File: src/rtl/bfu_pkg.sv
package bfu_pkg;

   typedef enum logic [1:0] {
      ST_IDLE  = 2'd0,
      ST_ISSUE = 2'd1,
      ST_WAIT  = 2'd2
   } bfu_state_e;

   // Order of the arithmetic passes. OP_TARGET must stay last, because it
   // consumes the results of OP_BOOST, OP_AVG_DIV and OP_COEF.
   typedef enum logic [2:0] {
      OP_BOOST   = 3'd0,
      OP_WM_HI   = 3'd1,
      OP_WM_LO   = 3'd2,
      OP_BAND    = 3'd3,
      OP_AVG_DIV = 3'd4,
      OP_COEF    = 3'd5,
      OP_TARGET  = 3'd6
   } bfu_op_e;

   localparam int unsigned PCT_DEN    = 100;
   localparam int unsigned PERMIL_DEN = 1000;
   localparam int unsigned SCALE_NUM  = 10000;

endpackage

File: src/rtl/bfu_divider.sv
// Iterative restoring divider: PW-bit dividend, W-bit divisor,
// BITS quotient bits resolved per clock.
module bfu_divider #(
   parameter int W    = 32,
   parameter int PW   = 68,
   parameter int BITS = 1
) (
   input  logic          clk,
   input  logic          rst_n,
   input  logic          start,
   input  logic [PW-1:0] num,
   input  logic [W-1:0]  den,
   output logic          done,
   output logic [PW-1:0] quot
);
   localparam int ITER  = PW / BITS;
   localparam int CNT_W = $clog2(ITER + 1);

   logic [W:0]       rem_q;
   logic [PW-1:0]    quo_q;
   logic [W-1:0]     den_q;
   logic [CNT_W-1:0] cnt_q;
   logic             run_q;

   logic [W:0]       rem_nx;
   logic [PW-1:0]    quo_nx;
   logic [W:0]       shv;
   logic             ge;

   always_comb begin
      rem_nx = rem_q;
      quo_nx = quo_q;
      shv    = '0;
      ge     = 1'b0;
      for (int i = 0; i < BITS; i++) begin
         shv    = {rem_nx[W-1:0], quo_nx[PW-1]};
         ge     = rem_nx[W] | (shv >= {1'b0, den_q});
         rem_nx = ge ? (shv - {1'b0, den_q}) : shv;
         quo_nx = {quo_nx[PW-2:0], ge};
      end
   end

   always_ff @(posedge clk or negedge rst_n) begin
      if (!rst_n) begin
         rem_q <= '0;
         quo_q <= '0;
         den_q <= '0;
         cnt_q <= '0;
         run_q <= 1'b0;
         done  <= 1'b0;
      end else begin
         done <= 1'b0;
         if (start) begin
            rem_q <= '0;
            quo_q <= num;
            den_q <= den;
            cnt_q <= CNT_W'(ITER);
            run_q <= 1'b1;
         end else if (run_q) begin
            rem_q <= rem_nx;
            quo_q <= quo_nx;
            cnt_q <= cnt_q - 1'b1;
            if (cnt_q == CNT_W'(1)) begin
               run_q <= 1'b0;
               done  <= 1'b1;
            end
         end
      end
   end

   assign quot = quo_q;
endmodule

File: src/rtl/bfu_arm_rules.sv
// Chooses the breach interrupt enables from the boost outcome.
module bfu_arm_rules #(
   parameter int W = 32
) (
   input  logic         brk_upper,
   input  logic         brk_lower,
   input  logic         capped,
   input  logic         zeroed,
   input  logic         arm_above_in,
   input  logic         arm_below_in,
   input  logic [W-1:0] avg,
   input  logic [W-1:0] dep_thr,
   input  logic [W-1:0] boost_new,
   output logic         arm_above,
   output logic         arm_below
);
   logic below_pre;

   always_comb begin
      if (brk_upper) begin
         arm_above = capped ? arm_above_in : 1'b1;
         below_pre = 1'b1;
      end else if (brk_lower) begin
         arm_above = 1'b1;
         below_pre = zeroed ? arm_below_in : 1'b1;
      end else begin
         arm_above = arm_above_in;
         below_pre = arm_below_in;
      end

      arm_below = below_pre;
      if (dep_thr != '0) begin
         if (avg >= dep_thr)
            arm_below = 1'b1;
         else if (boost_new == '0)
            arm_below = 1'b0;
      end
   end
endmodule

File: src/rtl/boost_update_unit.sv
module boost_update_unit #(
   parameter int W           = 32,
   parameter int CW          = 16,
   parameter int PERIOD      = 12,
   parameter int STEP        = 16000,
   parameter int BAND_PERMIL = 6,
   parameter int DIV_BITS    = 1
) (
   input  logic          clk,
   input  logic          rst_n,
   input  logic          start,
   input  logic          brk_upper,
   input  logic          brk_lower,
   input  logic          arm_above_in,
   input  logic          arm_below_in,
   input  logic [W-1:0]  boost_in,
   input  logic [W-1:0]  avg_in,
   input  logic [W-1:0]  cur_khz,
   input  logic [W-1:0]  max_khz,
   input  logic [CW-1:0] up_pct,
   input  logic [CW-1:0] down_pct,
   input  logic [CW-1:0] up_thr,
   input  logic [CW-1:0] down_thr,
   input  logic [W-1:0]  dep_thr,
   output logic          busy,
   output logic          done,
   output logic [W-1:0]  boost_out,
   output logic [W-1:0]  target_out,
   output logic [W-1:0]  wm_upper,
   output logic [W-1:0]  wm_lower,
   output logic [W-1:0]  avg_wm_upper,
   output logic [W-1:0]  avg_wm_lower,
   output logic          arm_above,
   output logic          arm_below
);
   import bfu_pkg::*;

   localparam int PER_W = $clog2(PERIOD + 1);
   localparam int PW    = 2 * W + PER_W;
   localparam int SNAP  = STEP / 2;

   initial begin : param_check
      assert (W >= 16 && CW <= W) else $error("W must be >= 16 and >= CW");
      assert (PW % DIV_BITS == 0) else $error("DIV_BITS must divide PW");
      assert (PERIOD > 0 && STEP > 1) else $error("PERIOD and STEP must be positive");
   end

   bfu_state_e st_q;
   bfu_op_e    step_q;
   logic       busy_q, done_q, capped_q, zeroed_q, above_q, below_q;
   logic [W-1:0] boost_q, target_q, wmh_q, wml_q, avh_q, avl_q, avgp_q, coef_q;

   logic [PW-1:0] op_a, op_b, num, quot, grow, cur_scaled;
   logic [W-1:0]  op_d, band_w, avg_top;
   logic          div_go, div_done, above_n, below_n;

   // Operand selection for the single shared multiplier and the divider.
   assign cur_scaled = PW'(cur_khz) * PW'(PERIOD);

   always_comb begin
      op_a = '0;
      op_b = PW'(1);
      op_d = W'(PCT_DEN);
      case (step_q)
         OP_BOOST: begin
            op_a = PW'(boost_in);
            op_b = brk_upper ? PW'(up_pct) : PW'(down_pct);
         end
         OP_WM_HI:   begin op_a = cur_scaled; op_b = PW'(up_thr); end
         OP_WM_LO:   begin op_a = cur_scaled; op_b = PW'(down_thr); end
         OP_BAND: begin
            op_a = PW'(max_khz);
            op_b = PW'(BAND_PERMIL);
            op_d = W'(PERMIL_DEN);
         end
         OP_AVG_DIV: begin op_a = PW'(avg_in); op_d = W'(PERIOD); end
         OP_COEF:    begin op_a = PW'(SCALE_NUM); op_d = W'(up_thr); end
         OP_TARGET:  begin op_a = PW'(avgp_q); op_b = PW'(coef_q); end
         default:    op_a = '0;
      endcase
   end

   assign num    = op_a * op_b;
   assign div_go = (st_q == ST_ISSUE);

   bfu_divider #(.W(W), .PW(PW), .BITS(DIV_BITS)) u_div (
      .clk   (clk),
      .rst_n (rst_n),
      .start (div_go),
      .num   (num),
      .den   (op_d),
      .done  (div_done),
      .quot  (quot)
   );

   assign grow    = quot + PW'(STEP);
   assign band_w  = quot[W-1:0] * W'(PERIOD);
   assign avg_top = (avg_in > band_w) ? avg_in : band_w;

   bfu_arm_rules #(.W(W)) u_arm (
      .brk_upper    (brk_upper),
      .brk_lower    (brk_lower),
      .capped       (capped_q),
      .zeroed       (zeroed_q),
      .arm_above_in (arm_above_in),
      .arm_below_in (arm_below_in),
      .avg          (avg_in),
      .dep_thr      (dep_thr),
      .boost_new    (boost_q),
      .arm_above    (above_n),
      .arm_below    (below_n)
   );

   always_ff @(posedge clk or negedge rst_n) begin
      if (!rst_n) begin
         st_q <= ST_IDLE;  step_q <= OP_BOOST;
         busy_q <= 1'b0;   done_q <= 1'b0;
         capped_q <= 1'b0; zeroed_q <= 1'b0;
         above_q <= 1'b0;  below_q <= 1'b0;
         boost_q <= '0;    target_q <= '0;
         wmh_q <= '0;      wml_q <= '0;
         avh_q <= '0;      avl_q <= '0;
         avgp_q <= '0;     coef_q <= '0;
      end else begin
         done_q <= 1'b0;
         case (st_q)
            ST_IDLE: if (start) begin
               st_q   <= ST_ISSUE;
               step_q <= OP_BOOST;
               busy_q <= 1'b1;
            end
            ST_ISSUE: st_q <= ST_WAIT;
            ST_WAIT: if (div_done) begin
               case (step_q)
                  OP_BOOST: begin
                     capped_q <= 1'b0;
                     zeroed_q <= 1'b0;
                     if (brk_upper) begin
                        if (grow >= PW'(max_khz)) begin
                           boost_q  <= max_khz;
                           capped_q <= 1'b1;
                        end else begin
                           boost_q <= grow[W-1:0];
                        end
                     end else if (brk_lower) begin
                        if (quot < PW'(SNAP)) begin
                           boost_q  <= '0;
                           zeroed_q <= 1'b1;
                        end else begin
                           boost_q <= quot[W-1:0];
                        end
                     end else begin
                        boost_q <= boost_in;
                     end
                  end
                  OP_WM_HI:   wmh_q <= quot[W-1:0];
                  OP_WM_LO:   wml_q <= quot[W-1:0];
                  OP_BAND: begin
                     avh_q <= avg_in + band_w;
                     avl_q <= avg_top - band_w;
                  end
                  OP_AVG_DIV: avgp_q <= quot[W-1:0];
                  OP_COEF:    coef_q <= quot[W-1:0];
                  OP_TARGET: begin
                     target_q <= quot[W-1:0] + boost_q;
                     above_q  <= above_n;
                     below_q  <= below_n;
                  end
                  default: ;
               endcase
               if (step_q == OP_TARGET) begin
                  st_q   <= ST_IDLE;
                  busy_q <= 1'b0;
                  done_q <= 1'b1;
               end else begin
                  step_q <= bfu_op_e'(step_q + 3'd1);
                  st_q   <= ST_ISSUE;
               end
            end
            default: st_q <= ST_IDLE;
         endcase
      end
   end

   assign busy         = busy_q;
   assign done         = done_q;
   assign boost_out    = boost_q;
   assign target_out   = target_q;
   assign wm_upper     = wmh_q;
   assign wm_lower     = wml_q;
   assign avg_wm_upper = avh_q;
   assign avg_wm_lower = avl_q;
   assign arm_above    = above_q;
   assign arm_below    = below_q;
endmodule

File: config.mk
export PLATFORM = sky130hd
export DESIGN_NAME = boost_update_unit
export DESIGN_NICKNAME = d
export VERILOG_FILES = /design/src/rtl/bfu_pkg.sv /design/src/rtl/bfu_divider.sv /design/src/rtl/bfu_arm_rules.sv /design/src/rtl/boost_update_unit.sv
export SDC_FILE = /design/constraint.sdc
export NUM_CORES = 2
export LEC_CHECK = 0
export BUFFER_PORTS_ARGS = -buffer_cell sky130_fd_sc_hd__buf_2
export CAP_MARGIN = 20
export CORE_MARGIN = 2
export CORE_UTILIZATION = 45
export DETAILED_ROUTE_END_ITERATION = 7
export PLACE_DENSITY = 0.71
export SLEW_MARGIN = 20
export SYNTH_ARGS = -nofsm -noshare
export SYNTH_HDL_FRONTEND = slang
export SYNTH_SLANG_ARGS = --single-unit
export TNS_END_PERCENT = 10
File: constraint.sdc
create_clock -name clk -period 15.9 [get_ports clk]
set_clock_uncertainty 0.1 [all_clocks]
set_input_delay 1.59 -clock clk [delete_from_list [all_inputs] [get_ports clk]]
set_output_delay 1.59 -clock clk [all_outputs]
set_load 0.005 [all_outputs]
# Yosys cells after proc, flatten, opt, wreduce, memory -nomap -nowiden
# Cells that the tools add are included.
[totals]
input_bits = 231
out_inout_bits = 196
elab_cells = 119
register_bits = 409
[op_classes]
bitwise = 1
mul = 3
addsub = 7
order_cmp = 5
n_mux = 51
n_eq_ne = 13
reduce_logical = 17
[op_table]
columns = ["cell", "n"]
rows = [
  ["$pmux W36 S6", 1],
  ["$mux W32", 5],
  ["$pmux W32 S5", 1],
  ["$mux W68", 2],
  ["$mux W33", 3],
  ["$add A68 B14 Y68 const B", 1],
  ["$ge A68 B32 Y1", 1],
  ["$lt A68 B13 Y1 const B", 1],
  ["$mul A68 B68 Y68", 1],
  ["$add A32 B32 Y32", 2],
  ["$pmux W16 S3", 1],
  ["$mul A32 B2 Y34 const B", 1],
  ["$ge A33 B32 Y1", 1],
  ["$sub A33 B32 Y33", 1],
  ["$ge A32 B32 Y1", 1],
  ["$gt A32 B32 Y1", 1],
  ["$logic_not A32 Y1", 1],
  ["$mul A32 B2 Y30 const B", 1],
  ["$reduce_bool A32 Y1", 1],
  ["$sub A32 B32 Y32", 1],
  ["$mux W1", 27],
  ["$reduce_and A3 Y1", 7],
  ["$mux W16", 1],
  ["$mux W7", 2],
  ["other kinds (22)", 32],
]

# Longest topological paths before layout
[logic_depth]
word_depth = 6
mapped_depth = 41
mapped_depth_nobuf = 39

# Cells and area by module
# A second synthesis with hierarchy kept.
[unflattened]
cells_unflattened = 7942
area_unflattened_um2 = 68615.8
[modules_own_cells]
columns = ["module", "n_inst", "seq_area_each_um2", "area_each_um2", "cells_each"]
rows = [
  ["boost_update_unit", 1, 6681.4, 59031.6, 6841],
  ["bfu_divider", 1, 3553.4, 8536.9, 961],
  ["bfu_arm_rules", 1, 0.0, 1047.3, 140],
]

# Least setup slack after synthesis
# Ideal clock, no wire load.
[synth_path]
path_kind = "input-to-reg"
start = "in cur_khz[0]"
end = "reg u_div.quo_q[61], in the netlist u_div.quot[61]"
path_buffers = 1
t_arrival_ns = 11.457
setup_ns = 0.120
path_stages = 38
path_slack_ns = 4.222
required_time_ns = 15.680
path_cell_list = "ha_1 fa_1 a21o_1 a21oi_1 o21bai_1 a2111oi_0 o31a_1 o21bai_1 a31oi_1 o211ai_1 or3_1 a31oi_1 nor2_1 fa_1 inv_1 fa_1 fa_1 fa_1 (+2 left out) fa_1 fa_1 inv_1 fa_1 inv_1 ha_1 clkbuf_1 a21oi_1 o21ai_0 a31oi_1 o21a_1 nand3_1 o211a_1 o211ai_1 or4_1 nand2_1 or4_1 and4_1"
[synth_between]
elab_chain_len = 4
[synth_rtl]
columns = ["element", "line", "text"]
rows = [
  ["start, declared", "boost_update_unit.sv:18", "input logic [W-1:0] cur_khz,"],
  ["$mul A32 B2 Y34", "boost_update_unit.sv:58", "assign cur_scaled = PW'(cur_khz) * PW'(PERIOD);"],
  ["$pmux W36 S6", "boost_update_unit.sv:64", "case (step_q)"],
  ["$mul A68 B68 Y68", "boost_update_unit.sv:83", "assign num = op_a * op_b;"],
  ["$mux W68", "bfu_divider.sv:53", "if (start) begin"],
  ["end signal, assigned", "bfu_divider.sv:55", "quo_q <= num;"],
  ["end signal, assigned", "bfu_divider.sv:61", "quo_q <= quo_nx;"],
  ["end, declared", "bfu_divider.sv:20", "logic [PW-1:0] quo_q;"],
]
# Every way passes these cells.
# A chain may end at the register's enable or synchronous reset.

# Worst setup path after layout
[layout_path]
start = "in cur_khz[1]"
end = "reg u_div.quo_q[64], in the netlist u_div.quot[64]"
# The elaborated chain is that of the path after synthesis.

==> run_results.csv <==
group,metric,value,unit
power_and_ir_drop,p_switching,1.19,mW
cells_and_area,postLayoutCellArea,73800,sq um
cts,cts-root-buf,"clkbuf_16",
routing,routed_wl,255,mm
floorplan,die-area,153000,sq um
global_route,grt_first_pass_wirelength,379,mm
synthesis,synth-adder-area-share,40.6,%
global_route,grt_antenna_before_repair,27,
power_and_ir_drop,leakage,37.3,nW
job,maxCapViolations,0,
min_path,min_from,"target_out[0]",
worst_setup_path,cp-startpoint,"cur_khz[1]",
timing,report.final.slew_viol_count,0,
cts,clockBufferDepth,3,
synthesis,yosysTopAreaCellShare,30.3,%
routing,ant_nets,0,
synthesis,syn_inst,7857,
power_and_ir_drop,seqPwrFrac,31.8,%
timing,fmax,74.5,MHz
routing,drt_pass1_iterations,6,
worst_setup_path,path_max_fanout,9,
synthesis,synth-compound-area-share,12.2,%
synthesis,synthXorXnorAreaFrac,3.15,%
power_and_ir_drop,p_clk_share,36.0,%
synthesis,synth-warning-count,0,
cts,htreeDepth,2,
synthesis,synth_top_family_by_area,"adder cells",
synthesis,async_reset_ff_share,100,%
synthesis,syn_area_per_cell,8.59,sq um
global_route,grtUsageMet3,8.31,%
worst_setup_path,cp-end-kind,"register",
worst_setup_path,crit_type,"in -> reg",
worst_setup_path,reg2reg_to,"u_div.quot[64]",
timing,period_minus_slack,13.42,ns
cells_and_area,layout-drive-gt1-share,11.0,%
global_route,grt_usage,33.2,%
synthesis,netlist_area,67500,sq um
cells_and_area,syn_to_final_growth,9.43,%
cts,cts_made_buffers,47,
routing,drc,0,
global_route,grt_use_met1,42.0,%
cts,insertion_delay,0.63,ns
cts,ctsResizeCount,0,
worst_setup_path,critPathCapture,"u_div.quot[64]",
worst_setup_path,reg2reg_setup_slack,3.82,ns
cells_and_area,final_nets,9931,
timing,rsz0062_at_grt,"no",
worst_setup_path,cp_common_cell,"fa_1",
worst_setup_path,slowest_delay,0.90,ns
floorplan,chipHeight,391,um
status,status,"complete, no violations",
synthesis,yosysTopAreaCell,"fa_1",
place,port_buffers,426,
floorplan,die_w,391,um
timing,setup_tns,0,ns
routing,wl_per_cell,25.0,um
cts,cts_sinks,393,
timing,setup_viol,0,
place,postPlaceCellArea,72100,sq um
timing,min_period_over_period,84.4,%
synthesis,synthMuxAreaShare,4.64,%
routing,num_vias,59693,
power_and_ir_drop,sw_frac_of_total,35.7,%
power_and_ir_drop,combPwrFrac,32.2,%
worst_setup_path,slowest_stage,"a2111oi_0",
floorplan,io_pins,427,
synthesis,synth-edff-count,0,
cts,cts_hold_buf,0,
floorplan,row_count,142,
min_path,hp-class,"reg -> reg",
global_route,grt_start_max_net_pins,154,
global_route,gr-max-usage-layer,"met2",
place,gp_congestion,1.03,
place,dp_hpwl,208,mm
global_route,overflow,0,
power_and_ir_drop,p_per_area,45.1,nW/um^2
floorplan,core-area,149000,sq um
global_route,met2_usage,51.5,%
synthesis,yosys.area_share.simple,15.0,%
cts,clkTransAtPathRegs,0.06,ns
routing,vias_per_cell,5.85,
worst_setup_path,rr_worst_depth,34,
worst_setup_path,arrival,13.78,ns
synthesis,synth_flop_cell,"dfrtp_1",
synthesis,ys_seq_area_share,14.6,%
floorplan,initial_core_util,45.2,%
global_route,grt_pass1_vias,59749,
worst_setup_path,cp.required,16.26,ns
routing,drtIter0Drc,5932,
power_and_ir_drop,peakVddDrop,0.0000647,V
power_and_ir_drop,intPower,2.14,mW
cts,post_cts_buffers,0,
worst_setup_path,cp-start-kind,"input pin",
timing,max_slew.worst_pin.slew,1.22,ns
timing,slew_headroom,18.8,%
timing,hold_viol_final,0,
synthesis,synthTopCellsByArea,"fa_1 (30%), dfrtp_1 (15%), ha_1 (10%)",
cts,cts_tree,"yes",
synthesis,yosysUniqueCellTypes,88,
worst_setup_path,reg2reg_from,"step_q[1]",
synthesis,ys_seq_elements,393,
==> cell families (layout without fill, tap and decap cells) <==
family                     count (synthesis)  in the layout
and+or+nand+nor                         2327           2327
buffers and inverters                   1742           1984
adders and majority gates               1577           1577
AOI/OAI and AO/OA                       1284           1284
DFF                                      393            393
muxes                                    289            289
xor gates and xnor gates                 243            243
other                                      2             87
==> state kept, by name (all words and copies together) (netlist names), 16 cells and up <==
register / flops
u_div.rem_q: 33
u_div.den_q: 16
wm_upper: 32
target_out: 32
boost_out: 32
avgp_q: 32
avg_wm_lower: 32
wm_lower: 32
u_div.quot: 68
coef_q: 32
avg_wm_upper: 32
==> layer usage <==
metal	part of all wire, %	vias up	wire [um]
li1	-	25745	-
met1	38	29831	96000
met2	45	3292	114000
met3	11	811	27900
met4	6.9	14	17500
met5	0.035	-	90
==> worst min path at each step <==
stage	cells after the start	slack (ns)	endpoint
finish	2	0.37	target_out[0]
global route	2	0.39	avg_wm_upper[2]
CTS	2	0.37	target_out[0]
detailed placement	2	0.36	target_out[0]
global placement	2	0.35	arm_above
floorplan	2	0.35	u_div.den_q[3]
==> power groups by stage <==
stage	logic, mW	clock network [mW]	registers, mW
detailed placement	1.04	0	1.08
CTS	1.05	1.20	1.06
finish	1.07	1.20	1.06
global route	1.19	1.24	1.06
floorplan	0.731	0	1.06
global placement	1.04	0	1.07
==> cell usage in the layout (no fill, tap or decap), types with 23 or more instances in the layout <==
master     Yosys  routed
a211oi_1      50      50
a21o_1       173     173
a21oi_1      287     281
a221oi_1      39      38
a22oi_1       37      37
a31oi_1       65      60
and2_1        64      63
and3_1        63      59
buf_2          4     426
buf_4          0     124
clkbuf_16      0      48
conb_1         2      64
dfrtp_1      393     391
diode_2        0      23
fa_1        1022    1022
ha_1         555     554
inv_1       1343    1343
mux2_2       181     181
mux2i_1       99      99
nand2_1     1035    1030
nand2b_1      45      44
nand3_1       75      75
nand4_1       53      53
nor2_1       703     695
nor2b_1       46      45
nor3_1        92      90
nor4_1        47      46
o21a_1        27      27
o21ai_0      313     312
o21ai_1       36      34
o21bai_1      40      40
or3_1         23      23
xnor2_1      157     157
xor2_1        86      86
==> worst max-delay path, delay by kind of cell <==
family,cells,cell delay [ns]
simple gates,4,0.93
buf+inv,5,0.42
compound gates,17,5.58
fa+ha+maj,11,5.06
xor+xnor,1,0.19
==> synthesized netlist by cell type (99+ instances only) <==
cell type     n
o21ai_0     313
ha_1        555
fa_1       1022
a21oi_1     287
nor2_1      703
mux2i_1      99
xnor2_1     157
clkbuf_1    363
mux2_2      181
nand2_1    1035
a21o_1      173
dfrtp_1     393
inv_1      1343
==> metrics by stage <==
stage	power [mW]	cells	util (%)	hold slack (ns)	worst slack (ns)
floorplan	1.79	7919	-	0.350	4.22
global placement	2.11	10086	48.2	0.351	2.29
detailed placement	2.12	10088	48.2	0.361	2.15
CTS	3.31	10175	49.4	0.375	2.77
global route	3.48	10186	49.4	0.394	1.99
finish	3.33	10200	49.4	0.369	2.48
==> cell type report <==
class                      count  area (sq um)
fill                       14315         75600
multi-input combinational   5784         51600
sequential                   393          9840
inverter                    1343          5040
timing repair buffer         554          3130
tap                         2016          2520
clock buffer                  59          1320
clock inverter                28           352
antenna                       23          57.6
No activity file was read; power rests on OpenSTA's default activity.
